**src/rtl/stamp_pkg.sv**
```systemverilog
package stamp_pkg;
  localparam int unsigned CNT_W   = 16;
  localparam int unsigned IDX_W   = 4;
  localparam int unsigned NUM_BUF = 15;

  typedef logic [CNT_W-1:0] cnt_t;
  typedef logic [IDX_W-1:0] idx_t;

  typedef struct packed {
    logic we;
    idx_t idx;
    cnt_t data;
  } cap_t;
endpackage

```
**src/rtl/stamp_qualify.sv**
```systemverilog
module stamp_qualify
  import stamp_pkg::*;
#(
  parameter int unsigned NB = NUM_BUF,
  parameter int unsigned IW = IDX_W
) (
  input  logic          ack_slot_i,
  input  logic          frame_ok_i,
  input  logic [IW-1:0] buf_idx_i,
  input  logic          sync_en_i,
  output logic          take_o,
  output logic          clear_o
);
  localparam int unsigned SLOTS = 1 << IW;
  logic idx_ok;

  generate
    if (NB >= SLOTS) begin : g_full
      assign idx_ok = 1'b1;
    end else begin : g_range
      assign idx_ok = (int'(buf_idx_i) < NB);
    end
  endgenerate

  assign take_o  = ack_slot_i & frame_ok_i & idx_ok;
  assign clear_o = take_o & sync_en_i & (buf_idx_i == '0);
endmodule

```
**src/rtl/stamp_counter.sv**
```systemverilog
module stamp_counter
  import stamp_pkg::*;
#(
  parameter int unsigned W = CNT_W
) (
  input  logic         clk_i,
  input  logic         rst_ni,
  input  logic         tick_i,
  input  logic         clear_i,
  output logic [W-1:0] cnt_o
);
  logic [W-1:0] cnt_q, cnt_d;

  always_comb begin
    cnt_d = cnt_q;
    if (clear_i)     cnt_d = '0;   // clear beats tick
    else if (tick_i) cnt_d = cnt_q + 1'b1;
  end

  always_ff @(posedge clk_i or negedge rst_ni) begin
    if (!rst_ni) cnt_q <= '0;
    else         cnt_q <= cnt_d;
  end

  assign cnt_o = cnt_q;
endmodule

```
**src/rtl/stamp_capture.sv**
```systemverilog
module stamp_capture
  import stamp_pkg::*;
#(
  parameter int unsigned W  = CNT_W,
  parameter int unsigned IW = IDX_W
) (
  input  logic          clk_i,
  input  logic          rst_ni,
  input  logic          take_i,
  input  logic [IW-1:0] idx_i,
  input  logic [W-1:0]  cnt_i,
  output logic          we_o,
  output logic [IW-1:0] idx_o,
  output logic [W-1:0]  data_o
);
  always_ff @(posedge clk_i or negedge rst_ni) begin
    if (!rst_ni) begin
      we_o   <= 1'b0;
      idx_o  <= '0;
      data_o <= '0;
    end else begin
      we_o <= take_i;
      if (take_i) begin
        idx_o  <= idx_i;
        data_o <= cnt_i;
      end
    end
  end
endmodule

```
**src/rtl/bit_stamp_timer.sv**
```systemverilog
module bit_stamp_timer
  import stamp_pkg::*;
#(
  parameter int unsigned W  = CNT_W,
  parameter int unsigned IW = IDX_W,
  parameter int unsigned NB = NUM_BUF
) (
  input  logic          clk_i,
  input  logic          rst_ni,
  input  logic          bit_tick_i,
  input  logic          ack_slot_i,
  input  logic          frame_ok_i,
  input  logic [IW-1:0] buf_idx_i,
  input  logic          sync_en_i,
  output logic [W-1:0]  count_o,
  output logic          cap_we_o,
  output logic [IW-1:0] cap_idx_o,
  output logic [W-1:0]  cap_data_o
);
  logic take, clear;

  stamp_qualify #(.NB(NB), .IW(IW)) i_qual (
    .ack_slot_i (ack_slot_i),
    .frame_ok_i (frame_ok_i),
    .buf_idx_i  (buf_idx_i),
    .sync_en_i  (sync_en_i),
    .take_o     (take),
    .clear_o    (clear)
  );

  stamp_counter #(.W(W)) i_cnt (
    .clk_i   (clk_i),
    .rst_ni  (rst_ni),
    .tick_i  (bit_tick_i),
    .clear_i (clear),
    .cnt_o   (count_o)
  );

  stamp_capture #(.W(W), .IW(IW)) i_cap (
    .clk_i  (clk_i),
    .rst_ni (rst_ni),
    .take_i (take),
    .idx_i  (buf_idx_i),
    .cnt_i  (count_o),
    .we_o   (cap_we_o),
    .idx_o  (cap_idx_o),
    .data_o (cap_data_o)
  );
endmodule

```
**config.mk**
```make
export PLATFORM = sky130hd
export DESIGN_NAME = bit_stamp_timer
export DESIGN_NICKNAME = d
export VERILOG_FILES = /design/src/rtl/stamp_pkg.sv /design/src/rtl/stamp_qualify.sv /design/src/rtl/stamp_counter.sv /design/src/rtl/stamp_capture.sv /design/src/rtl/bit_stamp_timer.sv
export SDC_FILE = /design/constraint.sdc
export NUM_CORES = 1
export LEC_CHECK = 0
export BUFFER_PORTS_ARGS = -buffer_cell sky130_fd_sc_hd__buf_2
export CAP_MARGIN = 20
export CORE_ASPECT_RATIO = 0.5
export CORE_UTILIZATION = 45
export CTS_BUF_LIST = sky130_fd_sc_hd__clkbuf_4 sky130_fd_sc_hd__clkbuf_8 sky130_fd_sc_hd__clkbuf_16
export CTS_CLUSTER_SIZE = 12
export DETAILED_ROUTE_END_ITERATION = 10
export PLACE_DENSITY = 0.68
export SLEW_MARGIN = 20
export SYNTH_ARGS = -nofsm -noshare
export SYNTH_HDL_FRONTEND = slang
export SYNTH_SLANG_ARGS = --single-unit
export TNS_END_PERCENT = 20
```
**constraint.sdc**
```tcl
create_clock -name clk_i -period 2.5 [get_ports clk_i]
set_input_delay 0.125 -clock clk_i [delete_from_list [all_inputs] [get_ports clk_i]]
set_output_delay 0.125 -clock clk_i [all_outputs]
set_load 0.02 [all_outputs]
```
Yosys cells after proc, flatten, opt, wreduce, memory -nomap -nowiden
Index checks and enable logic that the tools add are counted.
- register bits: 37
- output and inout port bits: 37
- logic and storage cells: 14
- add/sub/neg operators: 1
- $lt $le $gt $ge: 1
- multiplexer cells: 2
- bitwise logic cells: 4
- reduce and logical (&&, ||, !) cells: 2
- operators by type and width (operator ; count):
    $mux 16 ; 2
    $add 16x1->16 const B ; 1
    $and 1x1->1 ; 4
    $logic_not 4->1 ; 1
    $lt 4x4->1 const B ; 1
    $reduce_bool 2->1 ; 1

Depth between registers and ports, before layout
Gate-level depths: netlist of the first run.
- depth after elaboration: 5
- gate-level depth with buffers: 6
- mapped depth without buffers: 5

Hierarchy
Synthesis of the first run repeated with hierarchy kept, for this count alone.
- cells, all modules: 129
- area total of the unflattened synthesis: 1752.9 um2
- modules (own cells, without submodules) (module ; instances ; cells an instance ; area each (um2)):
    stamp_counter ; 1 ; 82 ; 872.1
    stamp_capture ; 1 ; 43 ; 848.3
    stamp_qualify ; 1 ; 4 ; 32.5

Least setup slack after synthesis of the first run
OpenSTA, ideal clock, no wires.
- kind: register to register
- from: reg i_cnt.cnt_q[3], in the netlist i_cnt.cnt_o[3]
- to: reg i_cnt.cnt_q[15], in the netlist i_cnt.cnt_o[15]
- library setup time: 127 ps
- arrival time: 1812 ps
- required time: 2373 ps
- slack: 561 ps
- cell stages (with the launch flop): 5
- clock period less this slack: 1939 ps
- cells stage by stage: dfrtp_1 -> nand3_2 -> or3_4 -> or4_1 -> mux2_1
- cells in the longest elaborated chain, start to end: 3
- RTL lines (item ; RTL line ; RTL):
    start: declaration ; stamp_counter.sv:12 ; logic [W-1:0] cnt_q, cnt_d;
    start signal: assignment ; stamp_counter.sv:22 ; else cnt_q <= cnt_d;
    $add 16x1->16 ; stamp_counter.sv:17 ; else if (tick_i) cnt_d = cnt_q + 1'b1;
    $mux 16 ; stamp_counter.sv:17 ;
    $mux 16 ; stamp_counter.sv:16 ; if (clear_i) cnt_d = '0;
Every way passes these cells. The select of a mux whose other input is x is not followed.
A chain may end at the register's enable or synchronous reset.

Final worst setup path of the first run
Ends and elaborated chain as after synthesis.

==> results by group, run 1 <==
Run status
  • Outcome: complete, no violations

STA
  • Slew at the pin with the worst max-slew slack: 803 ps
  • Setup Viol. Count Final: 0
  • Fmax: 516 MHz
  • Slew Viols, Final: 0
  • Final worst slack: 562 ps
  • Final Hold Viols: 0
  • Final period util: 77.5%
  • Max_slew headroom: 46.5%
  • Worst hold slack: 83.0 ps
  • RSZ-0062 raised after global routing: false
  • Min Tclk post-route: between 1500 and 2000 ps
  • Setup Skew: 4.78 ps
  • Setup TNS Final: 0 ps

GRT
  • Vias in the first global route: 1,182
  • GRT Util Overall: 20.1%
  • Initial antenna violation count: 0
  • Global-route wire length before repair: 5.67 mm
  • Largest net degree at the start of global routing: 38
  • GRT overflow: 0

Drt
  • Drt pass-1 iters: 4
  • DR WL/cell: about 13 um
  • Routed vias/inst: 4.91
  • Antenna-violating nets left: 0
  • DR iter-0 viols: slightly below 90
  • Drt total wl: between 3 and 4 mm
  • DRC errors left: 0
  • Via count: 1,295

Floorplanning
  • FP Rows: 14
  • Area of the die: 3810 um2
  • CORE AREA: 3190 um2
  • Die Height: 44.1 um
  • IO Count: 47
  • Starting Density: between 50% and 60%
  • Die X: 86.3 um

Min path
  • Hold path start: buf_idx_i[1]
  • Min-Delay Endpoint: i_cap.idx_o[1]
  • Hold Crit Class: input port to flop
  • Cell depth of the worst hold path: 3

Synthesis
  • Count of flip-flops with a built-in enable after synthesis: 0
  • Synthesized netlist net count: 176
  • Area share of the largest cell type after synthesis: slightly below 60%
  • Syn avg cell area: about 9.7 um2
  • Seq/Total Area, Yosys: 57.9%
  • Async SR Flop Fraction: 100%
  • Count of cell types in the netlist: 33
  • Syn. warnings: 0
  • Yosys top cell by area: dfrtp_1
  • Main flop type after synthesis: dfrtp_1
  • Mapped Area: 1600 um2
  • Top cells by area, synth: dfrtp_1 (58%), nand2_1 (13%), xnor2_1 (3.8%), nor2_1 (3.5%), nor4_1 (2.0%)
  • Post-Syn Instances: 165
  • Yosys reg bits: 37

Critical path
  • CP Max Fanout: 8
  • Cell family with most CP delay: simple AND/OR/NAND/NOR gates
  • Worst EP arrival: 2110 ps
  • CP cell instances: nand3_2, or3_4, or4_1, mux2_1
  • Flop2flop setup slack: between 500 and 600 ps
  • Startpoint types: flop
  • Crit-path slowest cell: dfrtp_1
  • Crit Reg-Reg Startpoint: i_cnt.cnt_o[3]
  • R2r endpoint: i_cnt.cnt_o[15]
  • CP Data Required Time: 2670 ps
  • Kind of critical path: flop to flop
  • Setup crit end kind: flop
  • Worst Path Buf+Inv: 0
  • Worst stage delay on the critical path: roughly 460 ps
  • R2R cell count: 4

Cells and area
  • Most frequent cells in the layout: nand2_1 (55), buf_2 (46), dfrtp_1 (37)
  • Antenna cells: 0
  • Fillers: between 200 and 300
  • Area delta synth->final: 25.6%
  • Layout Nets: 226
  • Share of post-route cells with drive strength above 1: between 20% and 30%
  • Most common cell after layout, fill and taps aside: nand2_1
  • Final std cells w/o fill: 264
  • Post-route cell area: 2010 um2

Clock tree
  • Clock sink count: 37
  • CTS resizes: 0
  • Cts bufs inserted: 5
  • Clock tree root buffer cell: clkbuf_8
  • Clk Latency, worst-skew pair: 290 ps
  • CTS clock-pin slew for the worst setup and hold paths: 70 ps
  • Clock buffer depth: 2
  • H-tree levels: 2
  • CTS tree: built

Placed design
  • PortBufs: 46
  • Post-DP Area: 1880 um2
  • GP Congestion: ~0.79
  • Placed insts: 255
  • Pre-CTS setup slack: 582 ps
  • Final HPWL DP: 2.36 mm

Run
  • # Max-Cap Violations: 0

Pwr
  • Max VDD drop: approximately 0.00053 V
  • Cell Pwr Density: just under 900 nW/um2
  • Total leakage power: ~1.1 nW
[layer usage]
layer,up-vias,part of all wire [%],track usage (%)
li1,648,-,-
met1,616,51,27.6
met2,26,43,30.2
met3,5,5.3,6.90
met4,0,1.1,7.00
met5,-,0,0
[worst max-delay path by stage]
stage	startpoint	to	slack (ps)	cells after the start
floorplan	i_cnt.cnt_o[3]	i_cnt.cnt_o[15]	560	4
global placement	i_cnt.cnt_o[3]	i_cnt.cnt_o[15]	640	4
detailed placement	i_cnt.cnt_o[3]	i_cnt.cnt_o[15]	580	4
CTS	i_cnt.cnt_o[3]	i_cnt.cnt_o[15]	570	4
global route	i_cnt.cnt_o[0]	i_cnt.cnt_o[15]	450	4
finish	i_cnt.cnt_o[3]	i_cnt.cnt_o[15]	560	4
[worst register-to-register path, stage by stage (launching register included)]
cell and delay [ps]:
dfrtp_1 460, nand3_2 180, or3_4 430, or4_1 410, mux2_1 330
[cell families (layout without fill, tap and decap cells)]
group,Yosys count,count (layout),synth area share (%)
compound gates,12,12,5.25
mux,2,2,1.33
buf+inv,9,60,2.35
simple gates,94,94,26.9
fa+ha+maj,1,1,0.783
xor+xnor,10,10,5.48
flops,37,37,57.9
[stage by stage]
step                util (%)  total power, mW
global route            63.0             1.88
global placement        58.9             1.24
floorplan                  -             1.09
finish                  63.0             1.78
detailed placement      58.9             1.26
CTS                     63.0             1.80
[repair_timing]
| item | CTS | global route |
|---|---|---|
| endpoints found under the hold margin | 37 | 0 |
| buffers inserted | 0 | 0 |
| hold buffers | 1 | 0 |
[state kept, by name, indices dropped and copies added (netlist names)]
register / flops
i_cap.we_o: 1
i_cap.data_o: 16
i_cap.idx_o: 4
i_cnt.cnt_o: 16
[final cells by class]
| type | count | area [um2] | area share (%) |
|---|---|---|---|
| Clock buffer | 7 | 90.1 | 4.49 |
| Timing Repair Buffer | 49 | 255 | 12.7 |
| Clock inverter | 1 | 30.0 | 1.50 |
| Inverter | 3 | 11.3 | 0.561 |
| Multi-Input combinational cell | 119 | 634 | 31.6 |
| Tap cell | 48 | 60.1 | 2.99 |
| Sequential cell | 37 | 926 | 46.1 |
[synth_stat cells (2+ instances only)]
cell and instances:
dfrtp_1 37, o22a_1 2, nand4_1 3, a21oi_1 2
nand2_1 55, nor4_1 5, nor2_1 15, and2_1 2
inv_1 2, clkbuf_1 5, xor2_1 3, xnor2_1 7
o21ai_0 4, nand3_1 3, nor3_1 2
[power breakdown]
group          leakage, nW  total [mW]  switching (mW)  internal (mW)
registers            0.482       0.805           0.104          0.701
logic                0.513       0.436           0.283          0.153
clock network       0.0619       0.541           0.205          0.336
No activity file was read; power rests on OpenSTA's default activity.
==> run 2, diff against run 1 <==
--- a/config.mk
+++ b/config.mk
@@ -12,7 +12,7 @@
 export CTS_BUF_LIST = sky130_fd_sc_hd__clkbuf_4 sky130_fd_sc_hd__clkbuf_8 sky130_fd_sc_hd__clkbuf_16
 export CTS_CLUSTER_SIZE = 12
 export DETAILED_ROUTE_END_ITERATION = 10
-export PLACE_DENSITY = 0.68
+export PLACE_DENSITY = 0.71
 export SLEW_MARGIN = 20
 export SYNTH_ARGS = -nofsm -noshare
 export SYNTH_HDL_FRONTEND = slang
==> constraint.sdc (replaced) <==
create_clock -name clk_i -period 1.7 [get_ports clk_i]
set_input_delay 0.085 -clock clk_i [delete_from_list [all_inputs] [get_ports clk_i]]
set_output_delay 0.085 -clock clk_i [all_outputs]
set_load 0.02 [all_outputs]
==> run 2 against run 1 <==
  * Count of clock-buffer cells in the layout grew 1
  * Via count grew 6.6%
  * The flow now finishes with violations (negative setup slack)
  * Clock power grew 22%
  * Largest power group unchanged
  * Critical endpoint unchanged
  * Sequential power grew 44%
  * Global-route usage grew 1.3 points
  * Clock skew grew 1.4 ps
  * Non-clock buffer count grew 19
  * Register-to-register slack lost 570 ps
==> results by group, run 2 (same netlist as run 1, synthesis figures left out) <==
Run status
  • Outcome: complete, but fails checks
  • Failing checks: negative setup slack

Critical path
  • Worst stage delay on the critical path: 420 ps
  • Crit Reg-Reg Startpoint: i_cnt.cnt_o[0]
  • Cell family with most CP delay: simple AND/OR/NAND/NOR gates
  • Crit-path slowest cell: or4_4
  • CP cell instances: nand4_4, or3_4, or4_4, mux2_4
  • Worst EP arrival: 1880 ps
  • CP Max Fanout: 3
  • Startpoint types: flop
  • Kind of critical path: flop to flop
  • Worst setup path startpoint: i_cnt.cnt_o[0]
  • Setup crit end kind: flop
  • Worst Path Buf+Inv: 0
  • CP Data Required Time: 1870 ps

GRT
  • GRT overflow: 0
  • GRT Util Overall: a little over a fifth
  • Largest net degree at the start of global routing: 27
  • Vias in the first global route: approximately 1,300
  • Global-route wire length before repair: 6.08 mm
  • Initial antenna violation count: 0

Drt
  • DRC errors left: 0
  • Routed vias/inst: 4.88
  • DR iter-0 viols: 40
  • Via count: 1,381
  • DR WL/cell: 12.9 um
  • Drt total wl: 3.64 mm
  • Drt pass-1 iters: 4
  • Antenna-violating nets left: 0

Pwr
  • Tot Pwr: 2.67 mW
  • Sequential share of power: 43.5%
  • Net switching power: slightly above 0.9 mW
  • Switching Share: 34.7%
  • Clk network pwr share: 24.7%
  • Total leakage power: 1.13 nW
  • Max VDD drop: 0.000848 V
  • Internal: around 1.7 mW
  • Cell Pwr Density: ~1200 nW/um2
  • Combinational share of power: 31.7%

STA
  • Setup Skew: 6.18 ps
  • Min Tclk post-route: 1700 ps
  • Slew at the pin with the worst max-slew slack: 565 ps
  • Final Hold Viols: 0
  • Slew Viols, Final: 0
  • Worst hold slack: 52.1 ps
  • Final worst slack: -4.05 ps
  • Max_slew headroom: 62.1%
  • Fmax: 587 MHz
  • Final period util: 100%
  • Setup Viol. Count Final: 1
  • RSZ-0062 raised after global routing: true

Clock tree
  • CTS clock-pin slew for the worst setup and hold paths: 70 ps
  • Clock sink count: 37
  • CTS tree: built
  • H-tree levels: 2
  • Clock tree root buffer cell: clkbuf_8
  • Clk Latency, worst-skew pair: 290 ps
  • Cts bufs inserted: 5
  • Post-CTS Setup Inserts: 0
  • Clock buffer depth: 2

Floorplanning
  • CORE AREA: around 3200 um2
  • FP Rows: 14
  • Starting Density: around 50%
  • Die X: 86.3 um
  • Die Height: 44.1 um
  • IO Count: 47
  • Area of the die: 3810 um2

Run
  • # Max-Cap Violations: 0

Min path
  • Hold path start: buf_idx_i[1]
  • Hold Crit Class: input port to flop

Cells and area
  • Layout Nets: 245
  • Antenna cells: 0
  • Share of post-route cells with drive strength above 1: 40.0%
  • Area delta synth->final: 36.3%
  • Most common cell after layout, fill and taps aside: nand2_1
  • Most frequent cells in the layout: nand2_1 (55), buf_2 (46), dfrtp_1 (29)

Placed design
  • Final HPWL DP: 2.63 mm
  • PortBufs: 46
  • GP Congestion: ~0.85
## run 2: cell types whose count changed in the layout (fill, tap and decap cells not counted), sizes merged
cell | before | now
bufinv | 1 | 0
clkbuf | 7 | 8
buf | 48 | 67
## run 2: layout make-up
class | instances | area, um2
Timing Repair Buffer | 68 | 398
Fill cell | 263 | 1010
Sequential cell | 37 | 936
Inverter | 3 | 11.3
Clock buffer | 8 | 97.6
Multi-Input combinational cell | 119 | 674
Tap cell | 48 | 60.1
## run 2: power groups by stage
stage	clock network [mW]	logic [mW]	registers, mW
2_1_floorplan	0	0.230	1.41
3_3_place_gp	0	0.824	1.17
3_5_place_dp	0	0.842	1.17
4_1_cts	0.679	0.846	1.16
5_1_grt	0.708	0.931	1.18
6_report	0.659	0.846	1.16
## run 2: repair_timing
action / 4_1_cts / 5_1_grt
pin swaps: 0 / 1
endpoints found under the setup margin: 2 / 6
hold buffers: 1 / 0
gates resized for setup: 3 / 2
hold endpoints to repair: 24 / 0
## run 2: per-stage QoR
step / util, % / setup slack [ps] / instances / area, um2 / setup TNS [ps]
after detailed placement: 64.2 / -6.50 / 274 / 2050 / -6.50
after CTS: 67.9 / -2.75 / 283 / 2170 / -2.75
after floorplan: - / -99.2 / 165 / 1620 / -99.2
after global placement: 64.2 / 27.6 / 274 / 2050 / 0
final: 68.3 / -4.05 / 283 / 2180 / -4.05
after global routing: 68.3 / -43.0 / 283 / 2180 / -43.0
## run 2: per-layer routing
layer,vias up,wire length (um),GRT usage [%]
met3,6,190,6.72
li1,684,-,-
met1,660,1720,27.1
met4,0,46,8.33
met2,31,1680,35.4
met5,-,0,0
## run 2: worst reg2reg max path: cells and delay by family, from the launching register on
family	cells	cell delay, ps
multiplexers	1	310
AND/OR/NAND/NOR	3	880
flip-flops	1	400
## run 2: worst paths after layout
kind / endpoint / slack, ps / cells past startpoint
worst min-delay path: i_cap.idx_o[1] / 50 / 3
worst min register to register: i_cap.data_o[13] / 470 / 2
min in group asynchronous: i_cap.data_o[5] / 340 / 2
worst max-delay path: i_cnt.cnt_o[15] / -4 / 4
max in group asynchronous: i_cap.data_o[13] / 840 / 3
worst max register to register: i_cnt.cnt_o[15] / -4 / 4
